## src/rtl/tshift_pkg.sv

```systemverilog
package tshift_pkg;

  // strobes from control to datapath, one cycle wide
  typedef struct packed {
    logic doWrite;    // store incoming sample
    logic rdFwd;      // forward playback read
    logic rdRev;      // reverse playback read
    logic seekLive;   // lag := 0
    logic seekOldest; // lag := fill
    logic seekSkip;   // lag += skip span, clamped
  } tsStrobes_t;

endpackage

```

## src/rtl/tshift_seq.sv

```systemverilog
module tshift_seq
  import tshift_pkg::*;
(
  input  logic       clk,
  input  logic       rstN,
  input  logic       smpValid,
  input  logic       cmdPauseToggle,
  input  logic       cmdSkipBack,
  input  logic       cmdRevStart,
  input  logic       cmdRevStop,
  input  logic       cmdJumpLive,
  input  logic       cmdJumpOldest,
  input  logic       hasAhead,
  input  logic       hasData,
  output tsStrobes_t strb,
  output logic       paused
);

  logic revOn;
  logic rdPending;
  logic seekAny;
  logic readSlot;

  assign seekAny = cmdJumpLive | cmdJumpOldest | cmdSkipBack;

  // a read may only use a cycle free of writes and seeks
  assign readSlot = rdPending & ~paused & ~smpValid & ~seekAny;

  always_comb begin
    strb            = '0;
    strb.doWrite    = smpValid;
    strb.seekLive   = cmdJumpLive;
    strb.seekOldest = cmdJumpOldest & ~cmdJumpLive;
    strb.seekSkip   = cmdSkipBack & ~cmdJumpLive & ~cmdJumpOldest;
    strb.rdFwd      = readSlot & ~revOn & hasAhead;
    strb.rdRev      = readSlot & revOn & hasData;
  end

  always_ff @(posedge clk or negedge rstN) begin
    if (!rstN) begin
      paused    <= 1'b0;
      revOn     <= 1'b0;
      rdPending <= 1'b0;
    end else begin
      paused <= paused ^ cmdPauseToggle;
      if (cmdRevStop)       revOn <= 1'b0;
      else if (cmdRevStart) revOn <= 1'b1;
      if (smpValid && !paused)     rdPending <= 1'b1;
      else if (readSlot || paused) rdPending <= 1'b0;
    end
  end

  AST_PAUSE_TOGGLES: assert property (@(posedge clk) disable iff (!rstN)
    cmdPauseToggle |=> (paused != $past(paused)));

  AST_REV_RELEASE: assert property (@(posedge clk) disable iff (!rstN)
    cmdRevStop |=> !(strb.rdRev));

endmodule

```

## src/rtl/tshift_path.sv

```systemverilog
module tshift_path
  import tshift_pkg::*;
#(
  parameter int ADDR_W   = 6,
  parameter int SKIP_LEN = 10,
  parameter int REV_STEP = 2
) (
  input  logic              clk,
  input  logic              rstN,
  input  tsStrobes_t        strb,
  output logic [ADDR_W-1:0] wrPtr,
  output logic [ADDR_W-1:0] rdAddr,
  output logic              hasAhead,
  output logic              hasData,
  output logic              isLive
);

  localparam int DEPTH    = 1 << ADDR_W;
  localparam int CNT_W    = ADDR_W + 1;
  localparam int SUM_W    = CNT_W + 1;
  localparam int SKIP_EFF = (SKIP_LEN > DEPTH) ? DEPTH : SKIP_LEN;
  localparam int REV_EFF  = (REV_STEP > DEPTH) ? DEPTH : REV_STEP;
  localparam logic [SUM_W-1:0] SKIP_V  = SUM_W'(SKIP_EFF);
  localparam logic [SUM_W-1:0] REV_V   = SUM_W'(REV_EFF);
  localparam logic [CNT_W-1:0] DEPTH_C = CNT_W'(DEPTH);

  logic [CNT_W-1:0] fill;  // samples retained, saturates at DEPTH
  logic [CNT_W-1:0] lag;   // unplayed samples; next read = wrPtr - lag

  logic [SUM_W-1:0] fillN, lagW, lagInc, lagSkip, lagRev, lagN;

  always_comb begin
    fillN = {1'b0, fill};
    if (strb.doWrite && fill != DEPTH_C) fillN = {1'b0, fill} + SUM_W'(1);

    // a write ages every stored sample; clamp keeps lag on the oldest
    lagInc = {1'b0, lag} + SUM_W'(1);
    lagW   = {1'b0, lag};
    if (strb.doWrite) lagW = (lagInc > fillN) ? fillN : lagInc;

    lagSkip = lagW + SKIP_V;
    if (lagSkip > fillN) lagSkip = fillN;

    lagRev = {1'b0, lag} + REV_V;
    if (lagRev > {1'b0, fill}) lagRev = {1'b0, fill};

    lagN = lagW;
    if (strb.seekLive)        lagN = '0;
    else if (strb.seekOldest) lagN = fillN;
    else if (strb.seekSkip)   lagN = lagSkip;
    else if (strb.rdFwd)      lagN = {1'b0, lag} - SUM_W'(1);
    else if (strb.rdRev)      lagN = lagRev;
  end

  assign rdAddr   = strb.rdRev ? (wrPtr - lagRev[ADDR_W-1:0])
                               : (wrPtr - lag[ADDR_W-1:0]);
  assign hasAhead = (lag != '0);
  assign hasData  = (fill != '0);
  assign isLive   = (lag <= CNT_W'(1));

  always_ff @(posedge clk or negedge rstN) begin
    if (!rstN) begin
      wrPtr <= '0;
      fill  <= '0;
      lag   <= '0;
    end else begin
      if (strb.doWrite) wrPtr <= wrPtr + ADDR_W'(1);
      fill <= fillN[CNT_W-1:0];
      lag  <= lagN[CNT_W-1:0];
    end
  end

  AST_LAG_BOUND: assert property (@(posedge clk) disable iff (!rstN)
    lag <= fill);

  AST_WR_ADVANCE: assert property (@(posedge clk) disable iff (!rstN)
    strb.doWrite |=> (wrPtr == $past(wrPtr) + ADDR_W'(1)));

  AST_LIVE_SNAP: assert property (@(posedge clk) disable iff (!rstN)
    strb.seekLive |=> isLive);

  AST_OLDEST_SNAP: assert property (@(posedge clk) disable iff (!rstN)
    (strb.seekOldest && !strb.doWrite) |=> (lag == fill));

endmodule

```

## src/rtl/timeshift_buffer.sv

```systemverilog
module timeshift_buffer
  import tshift_pkg::*;
#(
  parameter int DATA_W   = 12,
  parameter int ADDR_W   = 6,
  parameter int SKIP_LEN = 10,
  parameter int REV_STEP = 2
) (
  input  logic              clk,
  input  logic              rstN,
  input  logic              smpValid,
  input  logic [DATA_W-1:0] smpData,
  input  logic              cmdPauseToggle,
  input  logic              cmdSkipBack,
  input  logic              cmdRevStart,
  input  logic              cmdRevStop,
  input  logic              cmdJumpLive,
  input  logic              cmdJumpOldest,
  output logic              ramWe,
  output logic              ramRe,
  output logic [ADDR_W-1:0] ramAddr,
  output logic [DATA_W-1:0] ramWdata,
  input  logic [DATA_W-1:0] ramRdata,
  output logic              playValid,
  output logic [DATA_W-1:0] playData,
  output logic              liveFlag,
  output logic              pauseFlag
);

  tsStrobes_t        strb;
  logic [ADDR_W-1:0] wrPtr;
  logic [ADDR_W-1:0] rdAddr;
  logic              hasAhead;
  logic              hasData;
  logic              isLive;
  logic              paused;

  tshift_seq u_seq (
    .clk            (clk),
    .rstN           (rstN),
    .smpValid       (smpValid),
    .cmdPauseToggle (cmdPauseToggle),
    .cmdSkipBack    (cmdSkipBack),
    .cmdRevStart    (cmdRevStart),
    .cmdRevStop     (cmdRevStop),
    .cmdJumpLive    (cmdJumpLive),
    .cmdJumpOldest  (cmdJumpOldest),
    .hasAhead       (hasAhead),
    .hasData        (hasData),
    .strb           (strb),
    .paused         (paused)
  );

  tshift_path #(
    .ADDR_W   (ADDR_W),
    .SKIP_LEN (SKIP_LEN),
    .REV_STEP (REV_STEP)
  ) u_path (
    .clk      (clk),
    .rstN     (rstN),
    .strb     (strb),
    .wrPtr    (wrPtr),
    .rdAddr   (rdAddr),
    .hasAhead (hasAhead),
    .hasData  (hasData),
    .isLive   (isLive)
  );

  assign ramWe     = strb.doWrite;
  assign ramRe     = strb.rdFwd | strb.rdRev;
  assign ramAddr   = ramWe ? wrPtr : rdAddr;
  assign ramWdata  = smpData;
  assign playData  = ramRdata;
  assign liveFlag  = isLive;
  assign pauseFlag = paused;

  // memory returns data one cycle after the read request
  always_ff @(posedge clk or negedge rstN) begin
    if (!rstN) playValid <= 1'b0;
    else       playValid <= ramRe;
  end

  AST_WR_OVER_RD: assert property (@(posedge clk) disable iff (!rstN)
    ramWe |-> !ramRe);

  AST_PAUSED_SILENT: assert property (@(posedge clk) disable iff (!rstN)
    (pauseFlag && $past(pauseFlag)) |-> !playValid);

endmodule

```

## config.mk

```make
export PLATFORM = sky130hd
export DESIGN_NAME = timeshift_buffer
export DESIGN_NICKNAME = d
export VERILOG_FILES = /design/src/rtl/tshift_pkg.sv /design/src/rtl/tshift_seq.sv /design/src/rtl/tshift_path.sv /design/src/rtl/timeshift_buffer.sv
export SDC_FILE = /design/constraint.sdc
export NUM_CORES = 1
export LEC_CHECK = 0
export BUFFER_PORTS_ARGS = -buffer_cell sky130_fd_sc_hd__buf_2
export CAP_MARGIN = 10
export CORE_ASPECT_RATIO = 0.5
export CORE_MARGIN = 3
export CORE_UTILIZATION = 30
export CTS_BUF_LIST = sky130_fd_sc_hd__clkbuf_2
export CTS_CLUSTER_SIZE = 14
export DETAILED_ROUTE_END_ITERATION = 16
export PLACE_DENSITY = 0.6
export SYNTH_ARGS = -nofsm -noshare
export SYNTH_HDL_FRONTEND = slang
export SYNTH_SLANG_ARGS = --single-unit
```

## constraint.sdc

```tcl
create_clock -name clk -period 6.2 [get_ports clk]
set_clock_uncertainty 0.05 [all_clocks]
set_input_delay 1.24 -clock clk [delete_from_list [all_inputs] [get_ports clk]]
set_output_delay 1.24 -clock clk [all_outputs]
set_load 0.1 [all_outputs]
```

==> flow_metrics.tcl, run 1 <==
set metrics [dict create \
    cap_violations 0 \
    grt_pass1_vias 2721 \
    top_layer_used "met4" \
    r2r_end "u_path.lag[3]" \
    dp_hpwl_um 7370 \
    dieWidth_um 151 \
    worst_skew_pair.late_latency_ps 400 \
    finalHoldViolCount 0 \
    criticalPathCategory "reg2out" \
    cts_tree "yes" \
    die_h_um 78.3 \
    wire_per_inst_um 17.4 \
    max_freq_ghz 0.168 \
    yosys_register_bits 24 \
    mostFrequentLayoutCell "buf_4" \
    layout_common_cells "49 x buf_4, 31 x ha_1, 27 x nor2_1" \
    drc 0 \
    initial_utilization 0.320 \
    crit_required_ps 4910 \
    cts_sinks 24 \
    r2r_slack_ps 400 \
    layout-drive-gt1-share 0.323 \
    fp.coreArea_mm2 0.00979 \
    routabilityCongestion 0.911 \
    dr_wl_met3_um 800 \
    ys.flop_type "dfrtp_1" \
    worstHoldPathCells 1 \
    rows 25 \
    clkTransAtPathRegs_ps 300 \
    reg2reg_from "u_path.fill[3]" \
    setup_viol_count_final 0 \
    syn-num-nets 445 \
    ys_types 72 \
    gr-total-overflow 0 \
    cp_max_fo 11 \
    max_slew.worst_pin.slew_ps 633 \
    cp-end-kind "output pin" \
    grt_max_degree 36 \
    arrival_ps 4680 \
    final_nets 478 \
    min_path_type "reg2reg" \
    cts_htree_levels 1 \
    grt_pass1_wl_um 14900 \
    finalCritPeriodShare 0.963 \
    hp-start "u_seq.paused" \
    yosysSeqAreaShare 0.192 \
    cts_buffer_depth 2 \
    wl_um 9460 \
    antenna_found_initial 0 \
    area_growth_pct 21.1 \
    io_buffers 19 \
    dr.pass1.iters 5 \
    min_period_ps 5970 \
    n_antenna_cell 0 \
    ios 68 \
    die-area_mm2 0.0118 \
    start_kind "register" \
    syn_inst 377 \
    worstRegToRegCells 27 \
    cts_buffers 3 \
    yosysWarnings 0 \
    drv_slew 0 \
    vias 2893 \
    slew_headroom 0.578 \
    via_per_inst 5.32 \
    async_flop_share 1.00 \
    min_to "u_seq.rdPending" \
    whs_ps 473 \
    route.met2.wl_um 4060 \
    syn_avg_cell_area_um2 8.32 \
    track_usage 0.162 \
    drtIter0Drc 261 \
    root_buffer "clkbuf_2" \
    synth_area_mm2 0.00314 \
    outcome "completed" \
    wl_met1_um 4420 \
    synth-edff-count 0 \
    n_fill_cell 1003 \
    ant_nets 0 \
]
[cell families after synthesis]
logic type      count (synthesis)  share of synthesized area
flops                          24                      0.192
compound gates                 92                      0.214
buf+inv                        70                      0.126
simple gates                  106                      0.178
xor+xnor                       35                     0.0978
mux                            14                     0.0471
fa+ha+maj                      36                      0.146
[registers in the layout (all words and copies together), names as in the netlist]
name	flops
u_seq.rdPending	1
u_seq.revOn	1
playValid	1
u_path.lag	7
u_path.fill	7
u_seq.paused	1
u_path.wrPtr	6
[worst max-delay path, stage by stage (launching register included)]
cell and delay (ps):
dfrtp_2 590, inv_1 220, ha_1 180, or3b_4 420, or4_2 600, and3_1 220, buf_4 180, o211ai_1 160
o21ai_0 160, ha_1 340, a21o_1 200, a21o_1 170, a21oi_1 170, xor2_1 100, nor2_2 190, xor2_4 190
buf_12 190
[timing repair]
item | in CTS | in global routing
hold buffers | 0 | 0
buffers inserted | 3 | 3
endpoints found under the hold margin | 0 | 0
resized for setup | 2 | 20
pin swaps | 0 | 13
endpoints found under the setup margin | 1 | 8
[worst max path at each step]
stage          depth (start not counted)             to      startpoint
3_5_place_dp                          27  u_path.lag[6]        smpValid
4_1_cts                               20     ramAddr[5]   u_path.lag[1]
6_report                              16     ramAddr[5]  u_path.fill[1]
3_3_place_gp                          29  u_path.lag[1]        smpValid
2_1_floorplan                         29  u_path.lag[3]        smpValid
5_1_grt                               28  u_path.lag[3]        smpValid
[metrics by stage]
stage	TNS, ps	utilization	setup slack (ps)	cells	area, um^2
floorplan	-1630	-	-273	377	3280
global placement	-1180	0.368	-178	534	3610
detailed placement	-2190	0.368	-338	534	3610
CTS	0	0.376	48.8	541	3680
global route	-11.3	0.388	-11.3	544	3800
finish	0	0.388	230	544	3800
[layer usage]
layer	global-route usage	vias up
li1	-	1397
met1	0.231	1368
met2	0.248	106
met3	0.0352	22
met4	0.0398	0
met5	0	-
[Yosys cell counts (2+ instances only)]
library cell	count	area [um^2]
o221ai_1	3	26.3
nand2_1	24	90.1
nand4_1	7	43.8
ha_1	34	425
or3b_4	2	22.5
nor2b_1	2	12.5
xor2_1	9	78.8
a21o_1	6	45.0
or3_1	3	18.8
o311ai_0	3	26.3
and4_1	2	17.5
buf_6	5	56.3
nor3_1	6	30.0
buf_4	25	188
and2b_2	2	17.5
dfrtp_1	24	601
mux2_2	6	67.6
o22ai_1	2	12.5
o2111a_1	2	22.5
and3_1	3	18.8
a31oi_1	3	18.8
clkbuf_1	8	30.0
nand2b_1	2	12.5
inv_1	27	101
nand3_1	11	55.1
mux2i_1	8	80.1
o21a_1	3	22.5
xnor2_1	26	228
buf_1	2	7.51
a21oi_1	22	110
o211ai_1	4	30.0
nor3b_1	3	22.5
nor2_1	28	105
o2111ai_1	2	17.5
o21ai_0	14	70.1
a211oi_1	2	15.0
a221oi_1	5	43.8
o31ai_1	3	22.5
[final cells by class]
type                    instances  area (um^2)  area share
clock buffers                   3         15.0     0.00396
inverters                      29          124      0.0326
multi-input cells             283         2350       0.618
flip-flops and latches         24          607       0.160
repair buffers                 69          504       0.133
clock inverters                 1         30.0     0.00791
well taps                     135          169      0.0445
Power of run 1 is left out: the tool's default activity adds up to more than one toggle a clock period on the data nets, which glitch-free logic cannot reach.
==> inputs of run 2 (changes only) <==
Settings changed: ABC_AREA set to 1.
==> flow_metrics.tcl, run 2 <==
set metrics [dict create \
    outcome "completed" \
    crit_top_cell "nor2_1" \
    drc 0 \
    worst_skew_pair.late_latency_ps 370 \
    syn_inst 450 \
    critPathTopFamily "simple AND/OR/NAND/NOR gates" \
    worstRegToRegCells 36 \
    min_period_ps 5750 \
    clkTransAtPathRegs_ps 270 \
    layout-drive-gt1-share 0.158 \
    cts_buffer_depth 2 \
    grt_pass1_vias 2626 \
    dp_hpwl_um 6760 \
    vias 2903 \
    synth_area_leaders "dfrtp_1 20%, ha_1 14%, nand2_1 11%" \
    wire_per_inst_um 14.6 \
    async_flop_share 1.00 \
    setup_viol_count_final 0 \
    synthTopCellsByCount "89 x nand2_1, 62 x inv_1, 38 x nor2_1, 34 x ha_1" \
    cp-end-kind "output pin" \
    critPathLaunch "u_path.lag[1]" \
    mostFrequentLayoutCell "nand2_1" \
    synth_top_area_cell "dfrtp_1" \
    slowest_delay_ps 430 \
    synth_most_common_cell "nand2_1" \
    reg2reg_from "u_path.fill[0]" \
    io_buffers 19 \
    die_h_um 77.5 \
    slew_headroom 0.584 \
    grt_setup_unrepaired "false" \
    ys_types 41 \
    rows 25 \
    cp_num_buf_inv 2 \
    hp-start "u_seq.paused" \
    ios 68 \
    criticalPathCategory "reg2out" \
    slowest_stage "dfrtp_2" \
    initial_utilization 0.316 \
    syn_avg_cell_area_um2 6.81 \
    ant_nets 0 \
    cap_violations 0 \
    wl_um 8480 \
    die-area_mm2 0.0115 \
    root_buffer "clkbuf_2" \
    ys.flop_type "dfrtp_1" \
    area_growth_pct 5.02 \
    synth_top_cell_area_share 0.196 \
    synth_area_mm2 0.00306 \
    cts_sinks 24 \
    seq_area_um2 604 \
    dieWidth_um 149 \
    routabilityCongestion 0.895 \
    min_path_type "reg2reg" \
    setup_tns_ps 0 \
    max_slew.worst_pin.slew_ps 624 \
    n_fill_cell 1055 \
    grt_pass1_wl_um 13900 \
    cts_htree_levels 1 \
    track_usage 0.149 \
    cts_hold_buf 0 \
    cts_buffers 3 \
    cp_max_fo 12 \
    crit_required_ps 4910 \
    cts_tree "yes" \
    synth-edff-count 0 \
    final_nets 517 \
    max_freq_ghz 0.174 \
    crit_cells 25 \
    arrival_ps 4460 \
    finalCritPeriodShare 0.927 \
    worstHoldPathCells 1 \
    gr-total-overflow 0 \
    n_antenna_cell 0 \
    antenna_found_initial 0 \
    drtIter0Drc 165 \
    layout_common_cells "88 x nand2_1, 62 x inv_1, 38 x nor2_1" \
    via_per_inst 4.98 \
    finalHoldViolCount 0 \
    multi_input_area_mm2 0.00200 \
    syn-num-nets 518 \
    yosysSeqAreaShare 0.196 \
    yosys_register_bits 24 \
    top_regs "u_path.fill x7, u_path.lag x7, u_path.wrPtr x6" \
    drv_slew 0 \
    dr.pass1.iters 5 \
    fp.coreArea_mm2 0.00970 \
    yosysWarnings 0 \
    grt_max_degree 25 \
    start_kind "register" \
]
-- run 2: layout make-up --
cell class	count	share of cell area
Clock buffer	3	0.00467
Sequential cell	24	0.188
Tap cell	135	0.0525
Multi-Input combinational cell	325	0.621
Inverter	68	0.0793
Clock inverter	1	0.00117
Timing Repair Buffer	27	0.0537
-- run 2: repair_timing --
action,in CTS,in global routing
setup endpoints to repair,0,3
setup buffers,0,1
resized for setup,0,10
-- run 2: final timing paths --
path,to,slack (ps)
setup / recovery,ramAddr[5],450
hold / removal,u_seq.rdPending,480
setup reg to reg,u_path.lag[2],920
hold reg to reg,u_seq.rdPending,480
max in group asynchronous,u_path.lag[1],4890
min in group asynchronous,playValid,780
-- run 2: through the flow --
stage                     utilization  setup slack, ps  hold slack [ps]  area (um^2)  instances
after detailed placement        0.328              491              435         3180        578
after global placement          0.328              564              446         3180        578
after global routing            0.332             3.68              502         3220        583
final                           0.332              451              481         3220        583
after floorplan                     -              196              435         3080        450
after CTS                       0.330             70.3              490         3200        582
-- run 2: logic make-up (layout without fill, tap and decap cells) --
family / count (synthesis) / in the layout / share of synthesized area
flip-flops: 24 / 24 / 0.196
XOR/XNOR: 23 / 23 / 0.0657
adder cells (fa/ha/maj): 35 / 35 / 0.145
buffers and inverters: 101 / 99 / 0.158
AND/OR/NAND/NOR: 192 / 192 / 0.289
AO/OA/AOI/OAI: 75 / 75 / 0.146
-- run 2: layer usage --
metal / track usage / vias to the layer above / share of wire
li1: - / 1436 / -
met1: 0.219 / 1337 / 0.48
met2: 0.220 / 112 / 0.42
met3: 0.0233 / 18 / 0.074
met4: 0.0457 / 0 / 0.025
met5: 0 / - / 0
Power of run 2 is left out for the same reason.
